==> config.mk <==
export PLATFORM = sky130hd
export DESIGN_NAME = dread_engine
export DESIGN_NICKNAME = d
export VERILOG_FILES = /design/src/rtl/dread_pkg.sv /design/src/rtl/dread_capture.sv /design/src/rtl/dread_seq.sv /design/src/rtl/dread_tx.sv /design/src/rtl/dread_engine.sv
export SDC_FILE = /design/constraint.sdc
export NUM_CORES = 1
export LEC_CHECK = 0
export CAP_MARGIN = 15
export CORE_MARGIN = 1
export CORE_UTILIZATION = 45
export CTS_CLUSTER_SIZE = 16
export DETAILED_ROUTE_END_ITERATION = 10
export GPL_TIMING_DRIVEN = 1
export PLACE_DENSITY = 0.66
export SLEW_MARGIN = 15
export SYNTH_ARGS = -nofsm -noshare
export SYNTH_HDL_FRONTEND = slang
export SYNTH_SLANG_ARGS = --single-unit
==> constraint.sdc <==
create_clock -name clk -period 3.1 [get_ports clk]
set_input_delay 0.62 -clock clk [delete_from_list [all_inputs] [get_ports clk]]
set_output_delay 0.62 -clock clk [all_outputs]
set_load 0.005 [all_outputs]
==> src/rtl/dread_pkg.sv <==
// Shared definitions for the two-bit read engine: sequencer state encoding,
// the mode code that arms continuous read, and the array data width.
package dread_pkg;

    typedef enum logic [2:0] {
        ST_IDLE,
        ST_ADDR,
        ST_MODE,
        ST_DUMMY,
        ST_DATA
    } dr_state_e;

    // Mode bits 5:4 value that lets the next transaction skip its opcode.
    localparam logic [1:0] CONT_CODE = 2'b10;

    localparam int DATA_BITS = 8;

endpackage

==> src/rtl/dread_capture.sv <==
// Input shift register for address and mode bits.
// Shifts one bit (pin 0) or two bits (pin 1 is the older bit) per enable.
// Only the newest CAP_W bits are kept; older address bits fall off the top.
// Assumes the caller enables it only on rising strobes in the input phases.
module dread_capture #(
    parameter int CAP_W = 24
) (
    input  logic             clk,
    input  logic             rst_n,
    input  logic             shift_en,
    input  logic             wide,
    input  logic [1:0]       dq_in,
    output logic [CAP_W-1:0] cap_next
);

    logic [CAP_W-1:0] cap_q;

    // Next-state view, so the final edge's bits are usable in the same cycle.
    always_comb begin
        if (!shift_en)
            cap_next = cap_q;
        else if (wide)
            cap_next = {cap_q[CAP_W-3:0], dq_in};
        else
            cap_next = {cap_q[CAP_W-2:0], dq_in[0]};
    end

    // Holds the shifted bits.
    always_ff @(posedge clk) begin
        if (!rst_n)
            cap_q <= '0;
        else
            cap_q <= cap_next;
    end

endmodule

==> src/rtl/dread_seq.sv <==
// Phase sequencer for the two-bit reads. It tracks the address, mode, dummy
// and data phases, counts rising strobes, and owns the continuous-read flag.
// Assumes start strobes come from an external decoder after the opcode, and
// only while the flag is clear.
module dread_seq import dread_pkg::*; #(
    parameter int ADDR_BITS   = 24,
    parameter int MODE_BITS   = 8,
    parameter int DUMMY_EDGES = 8
) (
    input  logic       clk,
    input  logic       rst_n,
    input  logic       cs_n,
    input  logic       sclk_rise,
    input  logic       start_dout,
    input  logic       start_dio,
    input  logic [1:0] mode_sel,
    output logic       wide,
    output logic       shift_en,
    output logic       go_data,
    output logic       cont_q
);

    localparam int CNT_MAX = (ADDR_BITS > DUMMY_EDGES) ? ADDR_BITS : DUMMY_EDGES;
    localparam int CNT_W   = $clog2(CNT_MAX + 1);
    localparam logic [CNT_W-1:0] WIDE_LAST   = CNT_W'(ADDR_BITS / 2 - 1);
    localparam logic [CNT_W-1:0] NARROW_LAST = CNT_W'(ADDR_BITS - 1);
    localparam logic [CNT_W-1:0] MODE_LAST   = CNT_W'(MODE_BITS / 2 - 1);
    localparam logic [CNT_W-1:0] DUMMY_LAST  = CNT_W'(DUMMY_EDGES - 1);

    dr_state_e        state_q;
    logic [CNT_W-1:0] cnt_q;
    logic             cs_q;
    logic             addr_done;
    logic             mode_done;
    logic             dummy_done;

    // Phase-end detection and strobe qualification.
    always_comb begin
        addr_done  = (state_q == ST_ADDR)  && (cnt_q == (wide ? WIDE_LAST : NARROW_LAST));
        mode_done  = (state_q == ST_MODE)  && (cnt_q == MODE_LAST);
        dummy_done = (state_q == ST_DUMMY) && (cnt_q == DUMMY_LAST);
        shift_en   = !cs_n && sclk_rise && ((state_q == ST_ADDR) || (state_q == ST_MODE));
        go_data    = !cs_n && sclk_rise && (mode_done || dummy_done);
    end

    // Phase state, edge counter, bus width and continuous-read flag.
    always_ff @(posedge clk) begin
        if (!rst_n) begin
            state_q <= ST_IDLE;
            cnt_q   <= '0;
            wide    <= 1'b0;
            cont_q  <= 1'b0;
            cs_q    <= 1'b1;
        end else begin
            cs_q <= cs_n;
            if (cs_n) begin
                state_q <= ST_IDLE;
                cnt_q   <= '0;
                if ((state_q == ST_ADDR) || (state_q == ST_MODE))
                    cont_q <= 1'b0;
            end else begin
                case (state_q)
                    ST_IDLE: begin
                        cnt_q <= '0;
                        if (cs_q && cont_q) begin
                            state_q <= ST_ADDR;
                            wide    <= 1'b1;
                        end else if (!cont_q && start_dio) begin
                            state_q <= ST_ADDR;
                            wide    <= 1'b1;
                        end else if (!cont_q && start_dout) begin
                            state_q <= ST_ADDR;
                            wide    <= 1'b0;
                        end
                    end
                    ST_ADDR: begin
                        if (sclk_rise) begin
                            if (addr_done) begin
                                cnt_q   <= '0;
                                state_q <= wide ? ST_MODE : ST_DUMMY;
                            end else begin
                                cnt_q <= cnt_q + CNT_W'(1);
                            end
                        end
                    end
                    ST_MODE: begin
                        if (sclk_rise) begin
                            if (mode_done) begin
                                cnt_q   <= '0;
                                state_q <= ST_DATA;
                                cont_q  <= (mode_sel == CONT_CODE);
                            end else begin
                                cnt_q <= cnt_q + CNT_W'(1);
                            end
                        end
                    end
                    ST_DUMMY: begin
                        if (sclk_rise) begin
                            if (dummy_done) begin
                                cnt_q   <= '0;
                                state_q <= ST_DATA;
                            end else begin
                                cnt_q <= cnt_q + CNT_W'(1);
                            end
                        end
                    end
                    ST_DATA: state_q <= ST_DATA;
                    default: state_q <= ST_IDLE;
                endcase
            end
        end
    end

endmodule

==> src/rtl/dread_tx.sv <==
// Output side: array fetch, byte shifter and pin enables.
// On load it reads the start byte. Each falling strobe sends the top bit
// pair, and after the last pair of a byte it prefetches the next address.
// Assumes strobes are at least four clocks apart, so the two-cycle fetch
// completes before the next falling strobe.
module dread_tx import dread_pkg::*; #(
    parameter int ARR_AW = 16
) (
    input  logic                 clk,
    input  logic                 rst_n,
    input  logic                 cs_n,
    input  logic                 sclk_fall,
    input  logic                 load,
    input  logic [ARR_AW-1:0]    load_addr,
    input  logic [DATA_BITS-1:0] arr_rdata,
    output logic                 arr_rd,
    output logic [ARR_AW-1:0]    arr_addr,
    output logic [1:0]           dq_out,
    output logic [1:0]           dq_oe
);

    localparam int PAIRS  = DATA_BITS / 2;
    localparam int PAIR_W = $clog2(PAIRS);
    localparam logic [PAIR_W-1:0] LAST_PAIR = PAIR_W'(PAIRS - 1);

    logic                 active_q;
    logic                 oe_q;
    logic                 rd_q;
    logic                 fill_q;
    logic [ARR_AW-1:0]    addr_q;
    logic [DATA_BITS-1:0] sh_q;
    logic [PAIR_W-1:0]    pair_q;
    logic [1:0]           out_q;
    logic                 fall_go;
    logic                 byte_end;
    logic                 start_go;

    // Qualified events for this cycle.
    always_comb begin
        start_go = !cs_n && load;
        fall_go  = active_q && sclk_fall && !cs_n && !load;
        byte_end = fall_go && (pair_q == LAST_PAIR);
    end

    // Array fetch: address register, read pulse and fill marker.
    always_ff @(posedge clk) begin
        if (!rst_n) begin
            rd_q   <= 1'b0;
            fill_q <= 1'b0;
            addr_q <= '0;
        end else begin
            fill_q <= rd_q;
            rd_q   <= start_go || byte_end;
            if (start_go)
                addr_q <= load_addr;
            else if (byte_end)
                addr_q <= addr_q + ARR_AW'(1);
        end
    end

    // Byte shifter and output pair register.
    always_ff @(posedge clk) begin
        if (!rst_n) begin
            sh_q   <= '0;
            out_q  <= 2'b00;
            pair_q <= '0;
        end else begin
            if (fall_go)
                sh_q <= {sh_q[DATA_BITS-3:0], 2'b00};
            else if (fill_q)
                sh_q <= arr_rdata;
            if (cs_n || load) begin
                pair_q <= '0;
            end else if (fall_go) begin
                out_q  <= sh_q[DATA_BITS-1 -: 2];
                pair_q <= pair_q + PAIR_W'(1);
            end
        end
    end

    // Transfer activity and pin enable tracking.
    always_ff @(posedge clk) begin
        if (!rst_n) begin
            active_q <= 1'b0;
            oe_q     <= 1'b0;
        end else if (cs_n) begin
            active_q <= 1'b0;
            oe_q     <= 1'b0;
        end else begin
            if (load)
                active_q <= 1'b1;
            if (fall_go)
                oe_q <= 1'b1;
        end
    end

    assign arr_rd   = rd_q;
    assign arr_addr = addr_q;
    assign dq_out   = out_q;
    assign dq_oe    = {2{oe_q && !cs_n}};

endmodule

==> src/rtl/dread_engine.sv <==
// Top of the two-bit serial flash read engine. It joins the input capture,
// the phase sequencer and the output/fetch path. Assumes MODE_BITS is 8,
// ADDR_BITS is even and ARR_AW <= ADDR_BITS. Serial edges arrive as
// one-cycle strobes synchronous to clk.
module dread_engine #(
    parameter int ADDR_BITS   = 24,
    parameter int MODE_BITS   = 8,
    parameter int DUMMY_EDGES = 8,
    parameter int ARR_AW      = 16
) (
    input  logic              clk,
    input  logic              rst_n,
    input  logic              cs_n,
    input  logic              sclk_rise,
    input  logic              sclk_fall,
    input  logic              start_dout,
    input  logic              start_dio,
    input  logic [1:0]        dq_in,
    output logic [1:0]        dq_out,
    output logic [1:0]        dq_oe,
    output logic              cont_active,
    output logic              arr_rd,
    output logic [ARR_AW-1:0] arr_addr,
    input  logic [7:0]        arr_rdata
);

    localparam int CAP_W = MODE_BITS + ARR_AW;

    logic              wide;
    logic              shift_en;
    logic              go_data;
    logic [CAP_W-1:0]  cap_next;
    logic [ARR_AW-1:0] load_addr;

    dread_capture #(.CAP_W(CAP_W)) u_cap (
        .clk      (clk),
        .rst_n    (rst_n),
        .shift_en (shift_en),
        .wide     (wide),
        .dq_in    (dq_in),
        .cap_next (cap_next)
    );

    dread_seq #(
        .ADDR_BITS   (ADDR_BITS),
        .MODE_BITS   (MODE_BITS),
        .DUMMY_EDGES (DUMMY_EDGES)
    ) u_seq (
        .clk        (clk),
        .rst_n      (rst_n),
        .cs_n       (cs_n),
        .sclk_rise  (sclk_rise),
        .start_dout (start_dout),
        .start_dio  (start_dio),
        .mode_sel   (cap_next[5:4]),
        .wide       (wide),
        .shift_en   (shift_en),
        .go_data    (go_data),
        .cont_q     (cont_active)
    );

    // Start address: above the mode byte in dual I/O, lowest bits otherwise.
    always_comb begin
        if (wide)
            load_addr = cap_next[MODE_BITS +: ARR_AW];
        else
            load_addr = cap_next[ARR_AW-1:0];
    end

    dread_tx #(.ARR_AW(ARR_AW)) u_tx (
        .clk       (clk),
        .rst_n     (rst_n),
        .cs_n      (cs_n),
        .sclk_fall (sclk_fall),
        .load      (go_data),
        .load_addr (load_addr),
        .arr_rdata (arr_rdata),
        .arr_rd    (arr_rd),
        .arr_addr  (arr_addr),
        .dq_out    (dq_out),
        .dq_oe     (dq_oe)
    );

endmodule

; ---- Word level (Yosys, flattened, before mapping)
; Index checks and enable logic that the tools add are counted.
[op_classes]
multipliers = 0
bitwise_logic = 3
eq_ne = 17
mux = 34
reduce_logical = 38
magnitude_cmp = 0
shift = 0
addsub = 3
div_mod_pow = 0
[op_table]
columns = cell, n
row1 = 16-bit 2-to-1 mux, 3
row2 = 24-bit 2-to-1 mux, 2
row3 = 5-bit 2-to-1 mux, 7
row4 = 3-bit 2-to-1 mux, 9
row5 = 5-bit case mux with 4 select lines, 1
row6 = 16-bit by 1-bit adder with 16-bit output (second input constant), 1
row7 = 8-bit 2-to-1 mux, 2
row8 = 1-bit logical AND, 15
row9 = 3-bit case mux with 5 select lines, 1
row10 = 2-bit nonzero test, 5
row11 = 1-bit 2-to-1 mux, 9
row12 = 2-bit by 1-bit != test with 1-bit output (second input constant), 4
row13 = 4-bit AND reduction, 2
row14 = 7-bit AND reduction, 1
row15 = 3-bit by 2-bit == test with 1-bit output (second input constant), 2
row16 = 2-bit != test (second input constant), 3
row17 = 2-bit OR reduction, 3
row18 = 5-bit by 1-bit adder with 5-bit output (second input constant), 1
row19 = 5-bit by 2-bit == test with 1-bit output (second input constant), 1
row20 = 5-bit by 3-bit == test with 1-bit output (second input constant), 1
row21 = 5-bit == test, 1
row22 = 2-bit == test (second input constant), 2
row23 = 1-bit logical OR, 4
row24 = 4-bit by 1-bit != test with 1-bit output (second input constant), 1
row25 = 10 further kinds, 14
[totals]
n_memories = 0
word_cells = 110
latch_bits = 0
mem_bits_rw = 0
out_inout_bits = 22
rom_bits = 0
ff_bits = 67

; ---- Longest topological paths before layout
; Gate-level depths: netlist of run 1.
[logic_depth]
word_depth = 9
depth_mapped = 9
depth_no_buf = 6

; ---- By module
; From an unflattened synthesis of run 1, not the netlist that was laid out.
[hier_totals]
cells_unflattened = 459
area_unflattened_um2 = 3871.2
[modules_own_cells]
columns = module, area_each_um2, seq_area_each_um2, instances, cells_each
row1 = dread_tx, 1652.8, 640.6, 1, 204
row2 = dread_capture, 1276.2, 480.5, 1, 156
row3 = dread_seq, 693.2, 220.2, 1, 81
row4 = dread_engine, 249.0, 0.0, 1, 18

; ---- Least setup slack after synthesis of run 1
; Ideal clock, no wire load.
[synth_timing]
path_type = in2reg
from = input port cs_n
to = register u_seq.cont_q
stages = 7
slack_ps = 869
setup_time_ps = 70
n_path_buf = 2
t_arrival_ps = 2161
cell_sequence = buf_4 -> nor2_1 -> and3_1 -> buf_6 -> mux2_4 -> or4_1 -> a21oi_1
[synth_between]
elab_chain_cells = 9
word_cells_on_any_way = 14
[synth_rtl]
columns = item, line
row1 = start: declaration, dread_engine.sv:13  ; input logic cs_n,
row2 = 1-bit zero test, dread_seq.sv:42  ; shift_en = !cs_n && sclk_rise && ((state_q == ST_ADDR) || (state_q == ST_MODE));
row3 = 1-bit logical AND (2 in a row), dread_seq.sv:42
row4 = 24-bit 2-to-1 mux, dread_capture.sv:20  ; if (!shift_en)
row5 = 2-bit == test, dread_seq.sv:91  ; cont_q <= (mode_sel == CONT_CODE);
row6 = 1-bit 2-to-1 mux, dread_seq.sv:88  ; if (mode_done) begin
row7 = 1-bit 2-to-1 mux, dread_seq.sv:87  ; if (sclk_rise) begin
row8 = 1-bit 2-to-1 mux, dread_seq.sv:62  ; case (state_q)
row9 = 1-bit 2-to-1 mux, dread_seq.sv:56  ; if (cs_n) begin
row10 = end signal: assignment, dread_seq.sv:91
row11 = end: declaration, dread_seq.sv:20  ; output logic cont_q
; Several ways; a longest one is shown, not always the timed one. The select of a mux whose other input is x is not followed.
; A chain may end at the register's enable or synchronous reset.

; ---- Final worst setup path of run 1
[layout_timing]
from = input port cs_n
to = output port dq_oe[1]
[layout_between]
elab_chain_cells = 2
[layout_rtl]
columns = item, line
row1 = 1-bit zero test, dread_tx.sv:100  ; assign dq_oe = {2{oe_q && !cs_n}};
row2 = 1-bit logical AND, dread_tx.sv:100
row3 = end: declaration, dread_engine.sv:20  ; output logic [1:0] dq_oe,
; No other way between the ends.

==> impl_metrics.toml, run 1 <==
[global_route]
grt_busiest_layer = "met2"
track_usage = 0.203
use_met3 = 0.0347
grt_max_degree = 44
grt_pass1_wl_mm = 13.2
antenna_found_initial = 0
grt_pass1_vias = 2637
grt_use_met2 = 0.315
use_met1 = 0.284
grt_overflow = 0

[clocking]
cts_hold_buf = 0
cts_setup_buffers = 0
clk_pin_slew_worst_paths_ps = 70
h-tree-depth = 3
cts_buffers = 9
clkSinkCount = 67
clock_latency_ps = 340
cts_root_buffer = "clkbuf_8"
ctsResizeCount = 0
clock_path_buffers = 2
cts_tree = "done"

[place]
placedCellCount = 501
gp_congestion = 0.797
placed_area_mm2 = 0.00394
io_buffers = 38
place_hpwl_mm = 5.55

[worst_setup_path]
worst_ep_required_time_ps = 2480
worstPathArrival_ps = 1860
startpoint_type = "input port"
crit_type = "input port to output port"
crit_path_end_kind = "output port"
cp_max_fo = 8

[logic_synthesis]
ys_warn_count = 0
synth_edf_count = 0
netlist_area_mm2 = 0.00349
async_flop_share = 0
synthTopCellsByCount = "67 x dfxtp_1, 60 x nor2_1, 28 x mux2i_1"
synth-main-ff-cell = "dfxtp_1"
syn_area_per_cell_um2 = 9.20
yosysUniqueCellTypes = 55
yosysTopAreaCell = "dfxtp_1"
seq_area_frac_synth = 0.384
netlist_instances = 380
yosysMostFrequentCell = "dfxtp_1"
netlist_top_cells_area = "dfxtp_1 38%, mux2i_1 8.0%, nor2_1 6.4%, mux2_2 5.8%, mux4_2 4.5%"
syn_nets = 400
synth-seq-cells = 67
netlist.area_leader.share = 0.384

[power]
p_leak_uw = 0.00146
irDropWorstVdd_mv = 0.293
p_sw_uw = 418
seq_power_share = 0.467
p_int_uw = 1490
power.density_mw_per_mm2 = 456
comb_power_share = 0.065
p_clk_frac = 0.468
switching_share = 0.219

[sta]
slew_viol_final = 0
tns_ps = 0
rsz0062_at_grt = "false"
post-route-min-period_ps = 2480
fin_skew_ps = 9.58
slew_headroom = 0.524
hold_viol = 0
finalSetupViolCount = 0
fin_crit_sh = 0.801
tightest_slew_ps = 713
fmax_mhz = 402

[floorplan]
rows = 31
die_x_um = 90.1
boundaryPins = 39
dieArea_mm2 = 0.00812
core_area_mm2 = 0.00737
die_h_um = 90.1
initial_core_util = 0.474

[final_layout]
drive_above_1_share = 0.134
antennaDiodeCount = 0
stdcell_area_mm2 = 0.00419
fin_cells = 517
nets = 433
area_delta_synth_final_pct = 19.8

[drt]
drt_iter0_markers = 128
via_per_inst = 5.49
dr.pass1.iters = 4
ant_nets = 0
vias = 2838
wl_per_cell_um = 15.2
drc = 0
wl_mm = 7.88

[hold_path]
hp-class = "register to register"

[run]
drv_cap = 0

[run_status]
outcome = "completed"
## cells by family (layout without fill, tap and decap cells)
logic type               Yosys count  in the layout  synth area share
AND/OR/NAND/NOR                  151            151             0.212
flip-flops                        67             67             0.384
AO/OA/AOI/OAI                     58             58             0.117
multiplexers                      54             54             0.188
buffers and inverters             28             66            0.0412
XOR/XNOR                          19             19            0.0476
adder cells (fa/ha/maj)            3              3            0.0107
## sequential cells by signal, indices dropped and copies added, names as in the netlist, 2 cells and up
| signal | cells |
|---|---|
| u_cap.cap_q | 24 |
| u_tx.arr_addr | 16 |
| u_tx.sh_q | 8 |
| u_seq.cnt_q | 5 |
| u_seq.state_q | 3 |
| u_tx.dq_out | 2 |
| u_tx.pair_q | 2 |
## critical path, stage by stage
cell and delay [ps]:
clkdlybuf4s50_1 410, buf_4 170, nor2b_1 140, clkdlybuf4s50_1 520
## metal layers
layer	vias to the layer above	part of all wire
li1	1443	-
met1	1326	0.50
met2	62	0.44
met3	7	0.048
met4	0	0.0098
met5	-	0
## area by class of cell
class                           instances  area (um2)
Clock buffer                           12         145
Sequential cell                        67        1340
Timing Repair Buffer                   46         453
Fill cell                             671        3180
Multi-Input combinational cell        285        2010
Tap cell                               99         124
Clock inverter                          4        97.6
Inverter                                4        15.0
## stage by stage
stage / worst slack, ps / total power (uW) / utilization / hold WS, ps
after global routing: 543 / 1970 / 0.568 / 490
after floorplan: 869 / 991 / - / 429
final: 615 / 1910 / 0.568 / 460
after detailed placement: 440 / 1040 / 0.535 / 454
after CTS: 602 / 1920 / 0.568 / 463
after global placement: 511 / 1040 / 0.535 / 441
## cell usage in the layout (no fill, tap or decap), types with 8 or more instances in the layout
cell type / n
dfxtp_1: 66
nor2_1: 60
clkdlybuf4s50_1: 38
mux2i_1: 28
nand2_1: 26
a211oi_1: 18
mux2_2: 18
a21oi_1: 16
nor3_1: 15
nand3_1: 11
xor2_1: 11
clkbuf_8: 10
xnor2_1: 8
## power by group through the flow
stage          sequential (uW)  combinational [uW]  clock (uW)
4_1_cts                    892                 125         903
6_report                   892                 124         893
5_1_grt                    895                 136         938
2_1_floorplan              895                95.9           0
3_3_place_gp               912                 123           0
3_5_place_dp               911                 124           0
## worst paths after layout
kind             startpoint  cells past startpoint  slack [ps]                 to
max                    cs_n                      4         620           dq_oe[1]
min          u_tx.dq_out[1]                      2         460     u_tx.dq_out[1]
max reg2reg      u_seq.wide                      5         780  u_tx.arr_addr[15]
min reg2reg  u_tx.dq_out[1]                      2         460     u_tx.dq_out[1]
Note: power is estimated with default switching activity, not from simulation.
==> inputs of run 2 (changes only) <==
==> constraint.sdc (replaced) <==
create_clock -name clk -period 2.3 [get_ports clk]
set_input_delay 0.46 -clock clk [delete_from_list [all_inputs] [get_ports clk]]
set_output_delay 0.46 -clock clk [all_outputs]
set_load 0.005 [all_outputs]
==> run 2 against run 1 <==
  * Final cell count is 4.4% higher
  * Sequential share of layout area shrank 1.1 points
  * Clock-buffer cell count increased by 2
  * Critical path depth unchanged
  * Clock power is 2% higher
  * Global-route usage is 2.4 points higher
  * Via count grew 5.2%
  * Critical path type unchanged
==> impl_metrics.toml, run 2 (same netlist as run 1, synthesis figures left out) <==
[place]
io_buffers = 38
placedCellCount = 525
gp_congestion = 0.860
place_hpwl_mm = 6.11

[global_route]
antenna_found_initial = 0
grt_overflow = 0
grt_pass1_wl_mm = 14.6
track_usage = 0.227
grt_pass1_vias = 2926
grt_max_degree = 30

[power]
p_leak_uw = 0.00155
power.total_uw = 2300
p_clk_frac = 0.395
p_sw_uw = 551
power.density_mw_per_mm2 = 532
comb_power_share = 0.088
irDropWorstVdd_mv = 0.330
p_int_uw = 1750
switching_share = 0.239
seq_power_share = 0.517

[clocking]
cts_hold_buf = 0
cts_setup_buffers = 0
cts_buffers = 9
clock_path_buffers = 2
cts_tree = "done"
h-tree-depth = 3
clock_latency_ps = 340
clk_pin_slew_worst_paths_ps = 70
ctsResizeCount = 0
cts_root_buffer = "clkbuf_8"
clkSinkCount = 67

[sta]
slew_headroom = 0.696
slew_viol_final = 0
post-route-min-period_ps = 2170
fmax_mhz = 461
tightest_slew_ps = 451
hold_viol = 0
rsz0062_at_grt = "true"
finalSetupViolCount = 0
fin_crit_sh = 0.944
fin_skew_ps = 12.3
tns_ps = 0

[worst_setup_path]
startpoint_type = "input port"
crit_type = "input port to output port"
worstPathArrival_ps = 1710
cp_max_fo = 8
crit_path_end_kind = "output port"
worst_ep_required_time_ps = 1840

[final_layout]
final_cell_mix = "66 x dfxtp_1, 60 x nor2_1, 38 x clkdlybuf4s50_1"
largest_register = "u_cap.cap_q"
final_common_cell = "dfxtp_1"
nets = 457
largest_reg_flops = 24
antennaDiodeCount = 0
drive_above_1_share = 0.179
fin_cells = 540
area_delta_synth_final_pct = 23.9

[hold_path]
hp-class = "register to register"

[floorplan]
die_x_um = 90.1
core_area_mm2 = 0.00737
boundaryPins = 39
rows = 31
dieArea_mm2 = 0.00812
initial_core_util = 0.474
die_h_um = 90.1

[run]
drv_cap = 0

[drt]
vias = 2985
drt_iter0_markers = 148
via_per_inst = 5.53
wl_mm = 8.52
dr.pass1.iters = 4
wl_per_cell_um = 15.8
ant_nets = 0
drc = 0

[run_status]
outcome = "completed"
## run 2: final timing paths
path,start,endpoint,slack [ps],cells after the start
min reg2reg,u_tx.oe_q,u_tx.oe_q,460,2
min,u_tx.oe_q,u_tx.oe_q,460,2
max reg2reg,u_seq.cnt_q[0],u_seq.cnt_q[2],150,6
max,cs_n,dq_oe[1],130,4
## run 2: final cells by class
type / count / area [um2]
Multi-Input combinational cell: 285 / 2010
Fill cell: 655 / 3040
Clock inverter: 1 / 7.51
Tap cell: 99 / 124
Inverter: 4 / 15.0
Clock buffer: 14 / 173
Timing Repair Buffer: 70 / 658
Sequential cell: 67 / 1340
## run 2: per-layer routing
layer  global-route usage  vias to the layer above  share of wire
li1                     -                     1478              -
met1                0.307                     1410           0.49
met2                0.354                       83           0.45
met3               0.0381                       14          0.039
met4                0.102                        0          0.022
met5                    0                        -              0
## run 2: worst max-delay path, stage by stage
cell	delay, ps
clkdlybuf4s50_1	420
buf_4	170
nor2b_1	140
clkdlybuf4s50_1	520
## run 2: stage by stage
stage,instance area [um2],hold slack [ps],setup WS [ps],utilization
final,4330,461,129,0.587
after global routing,4330,486,-3.06,0.587
after CTS,4330,466,114,0.587
after detailed placement,4150,450,-44.1,0.563
after global placement,4150,443,-36.7,0.563
after floorplan,3490,429,229,-
## run 2: power groups by stage
stage                     sequential [uW]  combinational, uW  clock, uW
after floorplan                      1210                129          0
after global placement               1210                202          0
after detailed placement             1220                203          0
after CTS                            1190                204        923
after global routing                 1190                223        984
final                                1190                203        910
